## config.mk

```make
export PLATFORM = sky130hd
export DESIGN_NAME = port_change_irq
export DESIGN_NICKNAME = d
export VERILOG_FILES = /design/src/rtl/pcirq_pkg.sv /design/src/rtl/pcirq_sync.sv /design/src/rtl/pcirq_port.sv /design/src/rtl/pcirq_out.sv /design/src/rtl/port_change_irq.sv
export SDC_FILE = /design/constraint.sdc
export NUM_CORES = 1
export LEC_CHECK = 0
export BUFFER_PORTS_ARGS = -buffer_cell sky130_fd_sc_hd__buf_2
export CAP_MARGIN = 20
export CORE_MARGIN = 5
export CORE_UTILIZATION = 31
export CTS_CLUSTER_DIAMETER = 30
export DETAILED_ROUTE_END_ITERATION = 8
export GPL_TIMING_DRIVEN = 0
export PLACE_DENSITY_LB_ADDON = 0.1
export SKIP_LAST_GASP = 1
export SYNTH_ARGS = -nofsm -noshare
export SYNTH_HDL_FRONTEND = slang
export SYNTH_SLANG_ARGS = --single-unit
```

## constraint.sdc

```tcl
create_clock -name clk -period 4.31 [get_ports clk]
set_input_delay 0.431 -clock clk [delete_from_list [all_inputs] [get_ports clk]]
set_output_delay 0.431 -clock clk [all_outputs]
set_load 0.1 [all_outputs]
```

## src/rtl/pcirq_pkg.sv

```systemverilog
package pcirq_pkg;

    typedef enum logic [1:0] {
        SIG_ACT_LOW    = 2'd0,
        SIG_ACT_HIGH   = 2'd1,
        SIG_OPEN_DRAIN = 2'd2
    } sig_mode_e;

    function automatic sig_mode_e pick_sig_mode(input logic od, input logic ah);
        if (od) begin
            return SIG_OPEN_DRAIN;
        end
        return ah ? SIG_ACT_HIGH : SIG_ACT_LOW;
    endfunction

endpackage

```

## src/rtl/pcirq_sync.sv

```systemverilog
module pcirq_sync #(
    parameter int W = 8
) (
    input  logic         clk,
    input  logic         rst_n,
    input  logic [W-1:0] din,
    output logic [W-1:0] dout
);
    typedef struct packed {
        logic [W-1:0] s1;
        logic [W-1:0] s2;
    } sync_t;

    sync_t st_d, st_q;

    always_comb begin
        st_d    = st_q;
        st_d.s1 = din;
        st_d.s2 = st_q.s1;
    end

    always_ff @(posedge clk or negedge rst_n) begin
        if (!rst_n) begin
            st_q <= '0;
        end else begin
            st_q <= st_d;
        end
    end

    assign dout = st_q.s2;

    // cycles since reset, used only to bound the latency check
    logic [1:0] age_q;
    always_ff @(posedge clk or negedge rst_n) begin
        if (!rst_n) begin
            age_q <= 2'd0;
        end else if (age_q != 2'd2) begin
            age_q <= age_q + 2'd1;
        end
    end

    p_sync_lat_r1: assert property (@(posedge clk) disable iff (!rst_n)
        (age_q == 2'd2) |-> (dout == $past(din, 2)));

endmodule

```

## src/rtl/pcirq_port.sv

```systemverilog
module pcirq_port #(
    parameter int W = 8
) (
    input  logic         clk,
    input  logic         rst_n,
    input  logic [W-1:0] pin_s,
    input  logic [W-1:0] en,
    input  logic [W-1:0] mode,
    input  logic [W-1:0] dflt,
    input  logic         rd,
    output logic [W-1:0] flag,
    output logic [W-1:0] cap,
    output logic         pend
);
    typedef struct packed {
        logic [W-1:0] refv;
        logic [W-1:0] flag;
        logic [W-1:0] cap;
    } port_t;

    port_t st_d, st_q;

    logic [W-1:0] miss_ref;
    logic [W-1:0] miss_def;
    logic [W-1:0] cond;
    logic [W-1:0] keep;
    logic         pend_w;

    always_comb begin
        miss_ref = pin_s ^ st_q.refv;
        miss_def = pin_s ^ dflt;
        cond     = en & ((mode & miss_def) | (~mode & miss_ref));
        keep     = en & mode & miss_def;
        pend_w   = |st_q.flag;

        st_d = st_q;
        if (!pend_w) begin
            st_d.refv = pin_s;
            if (|cond) begin
                st_d.flag = cond;
                st_d.cap  = pin_s;
            end
        end else if (rd) begin
            st_d.flag = st_q.flag & keep;
            st_d.refv = pin_s;
        end
        st_d.flag = st_d.flag & en;
    end

    always_ff @(posedge clk or negedge rst_n) begin
        if (!rst_n) begin
            st_q <= '0;
        end else begin
            st_q <= st_d;
        end
    end

    assign flag = st_q.flag;
    assign cap  = st_q.cap;
    assign pend = pend_w;

    p_capture_r2: assert property (@(posedge clk) disable iff (!rst_n)
        (!pend_w && (|cond)) |=> ((flag == $past(cond)) && (cap == $past(pin_s))));

    p_persist_r3: assert property (@(posedge clk) disable iff (!rst_n)
        (pend_w && rd) |=> ((flag & $past(keep & flag & en)) == $past(keep & flag & en)));

    p_frozen_r5: assert property (@(posedge clk) disable iff (!rst_n)
        (pend_w && !rd) |=> ($stable(cap) && ((flag & ~$past(flag)) == '0)));

    p_clear_r6: assert property (@(posedge clk) disable iff (!rst_n)
        (pend_w && rd) |=> ((flag & ~$past(keep)) == '0));

    p_enable_r8: assert property (@(posedge clk) disable iff (!rst_n)
        1'b1 |=> ((flag & ~$past(en)) == '0));

endmodule

```

## src/rtl/pcirq_out.sv

```systemverilog
module pcirq_out
    import pcirq_pkg::*;
(
    input  logic      pend_a,
    input  logic      pend_b,
    input  logic      mirror,
    input  sig_mode_e sig_mode,
    output logic      lvl_a,
    output logic      oe_a,
    output logic      lvl_b,
    output logic      oe_b
);
    logic [1:0] act;
    logic [1:0] lvl;
    logic [1:0] oe;

    always_comb begin
        act[0] = pend_a | (mirror & pend_b);
        act[1] = pend_b | (mirror & pend_a);
    end

    for (genvar g = 0; g < 2; g++) begin : g_drv
        always_comb begin
            unique case (sig_mode)
                SIG_OPEN_DRAIN: begin
                    lvl[g] = 1'b0;
                    oe[g]  = act[g];
                end
                SIG_ACT_HIGH: begin
                    lvl[g] = act[g];
                    oe[g]  = 1'b1;
                end
                default: begin
                    lvl[g] = ~act[g];
                    oe[g]  = 1'b1;
                end
            endcase
        end
    end

    assign lvl_a = lvl[0];
    assign oe_a  = oe[0];
    assign lvl_b = lvl[1];
    assign oe_b  = oe[1];

endmodule

```

## src/rtl/port_change_irq.sv

```systemverilog
module port_change_irq
    import pcirq_pkg::*;
#(
    parameter int W = 8
) (
    input  logic         clk,
    input  logic         rst_n,
    input  logic [W-1:0] pin_a_i,
    input  logic [W-1:0] pin_b_i,
    input  logic [W-1:0] en_a_i,
    input  logic [W-1:0] en_b_i,
    input  logic [W-1:0] mode_a_i,
    input  logic [W-1:0] mode_b_i,
    input  logic [W-1:0] dflt_a_i,
    input  logic [W-1:0] dflt_b_i,
    input  logic         rd_cap_a_i,
    input  logic         rd_port_a_i,
    input  logic         rd_cap_b_i,
    input  logic         rd_port_b_i,
    input  logic         mirror_i,
    input  logic         active_high_i,
    input  logic         open_drain_i,
    output logic [W-1:0] port_a_o,
    output logic [W-1:0] port_b_o,
    output logic [W-1:0] cap_a_o,
    output logic [W-1:0] cap_b_o,
    output logic [W-1:0] flag_a_o,
    output logic [W-1:0] flag_b_o,
    output logic         irq_a_o,
    output logic         irq_a_oe_o,
    output logic         irq_b_o,
    output logic         irq_b_oe_o
);
    localparam int NPORT = 2;

    logic [W-1:0] pin_v  [NPORT];
    logic [W-1:0] en_v   [NPORT];
    logic [W-1:0] mode_v [NPORT];
    logic [W-1:0] dflt_v [NPORT];
    logic         rd_v   [NPORT];
    logic [W-1:0] sync_v [NPORT];
    logic [W-1:0] flag_v [NPORT];
    logic [W-1:0] cap_v  [NPORT];
    logic         pend_v [NPORT];
    sig_mode_e    sig_mode;

    always_comb begin
        pin_v[0]  = pin_a_i;
        pin_v[1]  = pin_b_i;
        en_v[0]   = en_a_i;
        en_v[1]   = en_b_i;
        mode_v[0] = mode_a_i;
        mode_v[1] = mode_b_i;
        dflt_v[0] = dflt_a_i;
        dflt_v[1] = dflt_b_i;
        rd_v[0]   = rd_cap_a_i | rd_port_a_i;
        rd_v[1]   = rd_cap_b_i | rd_port_b_i;
        sig_mode  = pick_sig_mode(open_drain_i, active_high_i);
    end

    for (genvar p = 0; p < NPORT; p++) begin : g_port
        pcirq_sync #(.W(W)) u_sync (
            .clk   (clk),
            .rst_n (rst_n),
            .din   (pin_v[p]),
            .dout  (sync_v[p])
        );

        pcirq_port #(.W(W)) u_port (
            .clk   (clk),
            .rst_n (rst_n),
            .pin_s (sync_v[p]),
            .en    (en_v[p]),
            .mode  (mode_v[p]),
            .dflt  (dflt_v[p]),
            .rd    (rd_v[p]),
            .flag  (flag_v[p]),
            .cap   (cap_v[p]),
            .pend  (pend_v[p])
        );
    end

    pcirq_out u_out (
        .pend_a   (pend_v[0]),
        .pend_b   (pend_v[1]),
        .mirror   (mirror_i),
        .sig_mode (sig_mode),
        .lvl_a    (irq_a_o),
        .oe_a     (irq_a_oe_o),
        .lvl_b    (irq_b_o),
        .oe_b     (irq_b_oe_o)
    );

    assign port_a_o = sync_v[0];
    assign port_b_o = sync_v[1];
    assign cap_a_o  = cap_v[0];
    assign cap_b_o  = cap_v[1];
    assign flag_a_o = flag_v[0];
    assign flag_b_o = flag_v[1];

    p_mirror_off_r9: assert property (@(posedge clk) disable iff (!rst_n)
        (!mirror_i && !open_drain_i && active_high_i) |->
            ((irq_a_o == (|flag_a_o)) && (irq_b_o == (|flag_b_o))));

    p_mirror_on_r9: assert property (@(posedge clk) disable iff (!rst_n)
        (mirror_i && !open_drain_i) |-> (irq_a_o == irq_b_o));

    p_push_pull_r10: assert property (@(posedge clk) disable iff (!rst_n)
        !open_drain_i |-> (irq_a_oe_o && irq_b_oe_o));

    p_open_drain_r11: assert property (@(posedge clk) disable iff (!rst_n)
        open_drain_i |-> (!irq_a_o && !irq_b_o &&
            (irq_a_oe_o == ((|flag_a_o) || (mirror_i && (|flag_b_o))))));

endmodule

```

==> flow_metrics.py <==
metrics = {
    "outcome": {
        "status": "finished, final reports clean",
    },
    "yosys": {
        "syn-cell-area_mm2": 0.003731,
        "synth_fp_nets": 379,
        "ys_seq_elements": 80,
        "synth_top_flop_cell": "dfrtp_1",
        "syn_avg_cell_area_um2": 12.19,
        "ys_warn_count": 0,
        "synth-seq-area-share_pct": 53.66,
        "synthArstFlopShare_pct": 100.0,
        "syn_inst": 306,
        "synth_cell_type_count": 23,
        "synth_edf_count": 0,
    },
    "critical_path": {
        "worst-path-buf-inv": 2,
        "reg2regPathDepth": 4,
        "crit_path_max_fanout": 10,
        "critPathMaxStageDelay_ns": 0.58,
        "endpoint_kind": "output pin",
        "slowest_stage": "or4_1",
        "cp_cell_sequence": "or4_1 > or2_4 > buf_2 > a21oi_2 > xnor2_1 > nor2_1 > buf_2",
        "required_ns": 3.88,
        "path_delay_family": "simple AND/OR/NAND/NOR gates",
        "path_class": "flip-flop to output pin",
        "cp-start-kind": "flip-flop",
        "cp_common_cell": "buf_2",
        "path_depth": 7,
        "cp.arrival_ns": 2.61,
    },
    "global_routing": {
        "grt_pass1_wl_mm": 13.65,
        "grt_pass1_vias": 2624,
        "overflow": 0,
        "grtUsageTotal_pct": 12.47,
        "grt_max_degree": 47,
        "antenna_found_initial": 3,
    },
    "die": {
        "die_area_mm2": 0.01433,
        "fp-row-count": 40,
        "io_pins": 125,
        "die_h_um": 119.7,
        "dieWidth_um": 119.7,
        "core_area_mm2": 0.01191,
        "initial_core_util_pct": 31.32,
    },
    "timing": {
        "fin_crit_ns": 3.043,
        "setup_tns_ns": 0,
        "hold_viol": 0,
        "fin_skew_ns": 0.004511,
        "max_freq_ghz": 0.3286,
        "worstMarginPinSlew_ns": 0.8031,
        "period_share_pct": 70.61,
        "slew_violations": 0,
        "slew_headroom_pct": 46.10,
        "rsz0062_at_grt": "false",
        "finalSetupViolations": 0,
    },
    "drt": {
        "wl_met1_mm": 3.827,
        "drcViolationCount": 0,
        "num_vias": 2603,
        "antenna_left": 0,
        "wl_met3_um": 628,
        "drt_wl_total_mm": 8.681,
        "wl_met2_mm": 4.021,
        "drt_iter0_markers": 108,
        "first_pass_iters": 5,
        "routedWlPerCell_um": 14.61,
        "highest_layer": "met5",
        "vias_per_cell": 4.382,
    },
    "clock_tree": {
        "clock_latency_ns": 0.33,
        "clock-sinks": 80,
        "h-tree-depth": 3,
        "clockBufferDepth": 2,
        "clkTransAtPathRegs_ns": 0.06,
        "cts_resized": 0,
        "cts_made_buffers": 9,
        "cts_setup_buffers": 0,
        "clock_tree.root_cell": "clkbuf_16",
        "tritoncts": "done",
        "holdBufCountCts": 0,
    },
    "finish": {
        "antenna_cells": 0,
        "nets": 515,
        "finish.instance_area_mm2": 0.004885,
        "drive_gt1_share_pct": 48.77,
        "areaGrowthSynthToFinish_pct": 30.92,
    },
    "worst_hold_path": {
        "holdCritPathClass": "input port to async pin",
    },
    "place": {
        "placed_area_mm2": 0.004566,
        "dp_hpwl_mm": 6.607,
        "place_congestion": 0.7037,
        "io_buffers": 124,
    },
    "job": {
        "maxCapViolCount": 0,
    },
}
==> layer usage <==
metal / up-vias / global-route usage [%]
met5: - / 0
met4: 6 / 5.798
met3: 17 / 4.713
met2: 67 / 18.71
met1: 1214 / 15.90
li1: 1299 / -
==> path summary, 6_finish.rpt <==
check,endpoint,start,slack [ns]
setup / recovery,irq_b_o,g_port[0].u_port.flag[5],1.27
hold / removal,g_port[0].u_sync.st_d[2],rst_n,0.06
setup reg to reg,g_port[0].u_port.cap[5],g_port[0].u_port.flag[5],2.10
hold reg to reg,g_port[1].u_sync.dout[2],g_port[1].u_sync.st_d[2],0.35
max in group asynchronous,g_port[1].u_port.cap[2],rst_n,3.66
min in group clk,g_port[0].u_sync.st_d[1],pin_a_i[1],0.20
==> layout make-up <==
cell class	count	area, um2
buffer	36	272.8
tap	147	183.9
inverter	16	60.06
sequential	80	2002
multi-input combinational	174	1396
timing repair buffer	125	650.6
clock inverter	2	35.03
clock buffer	14	284.0
fill	1198	7027
==> worst reg2reg max path: stages, from the launching register on <==
cell,delay (ns)
dfrtp_1,0.41
or4_1,0.59
or2_4,0.28
a41oi_4,0.43
mux2_2,0.40
==> synth_stat cells (8+ instances only) <==
cell,number,share of area (%)
inv_1,16,1.6
a22oi_1,8,1.6
buf_4,32,6.4
mux2i_1,16,4.3
xor2_1,16,3.8
dfrtp_1,80,54
xnor2_1,18,4.2
nand2_1,18,1.8
mux2_2,32,9.7
and2_1,16,2.7
a21oi_1,16,2.1
o22ai_1,16,2.7
==> flip-flops by register name (all words and copies together) (netlist names) <==
signal / flops
g_port.u_port.cap: 16
g_port.u_sync.st_d: 16
g_port.u_port.st_q: 16
g_port.u_sync.dout: 16
g_port.u_port.flag: 16
==> cells by family after synthesis <==
kind of cell | after synthesis | synth area share (%)
mux | 48 | 13.95
buf+inv | 52 | 8.920
flops | 80 | 53.66
simple gates | 46 | 6.841
xor+xnor | 34 | 7.981
compound gates | 46 | 8.652
==> cell usage in the layout (no fill, tap or decap), drive strengths merged, types with 8 or more instances in the layout <==
master | Yosys | layout
o22ai | 16 | 16
a21oi | 18 | 18
a22oi | 8 | 8
and2 | 16 | 16
clkbuf | 0 | 14
buf | 36 | 161
inv | 16 | 16
dfrtp | 80 | 80
xnor2 | 18 | 18
nand2 | 18 | 18
mux2 | 32 | 32
xor2 | 16 | 16
mux2i | 16 | 16
==> through the flow <==
stage / worst slack (ns) / utilization [%] / std cells / hold WS [ns]
final: 1.267 / 41.01 / 594 / 0.05976
after global routing: 1.138 / 41.01 / 594 / 0.09026
after CTS: 1.245 / 41.01 / 594 / 0.06539
after detailed placement: 1.620 / 38.33 / 578 / 0.3347
after global placement: 1.660 / 38.08 / 577 / 0.3314
after floorplan: 1.040 / - / 306 / 0.1354
Power is not shown: default switching activity piles up to over one toggle a cycle in this logic, so the estimate is an artifact.
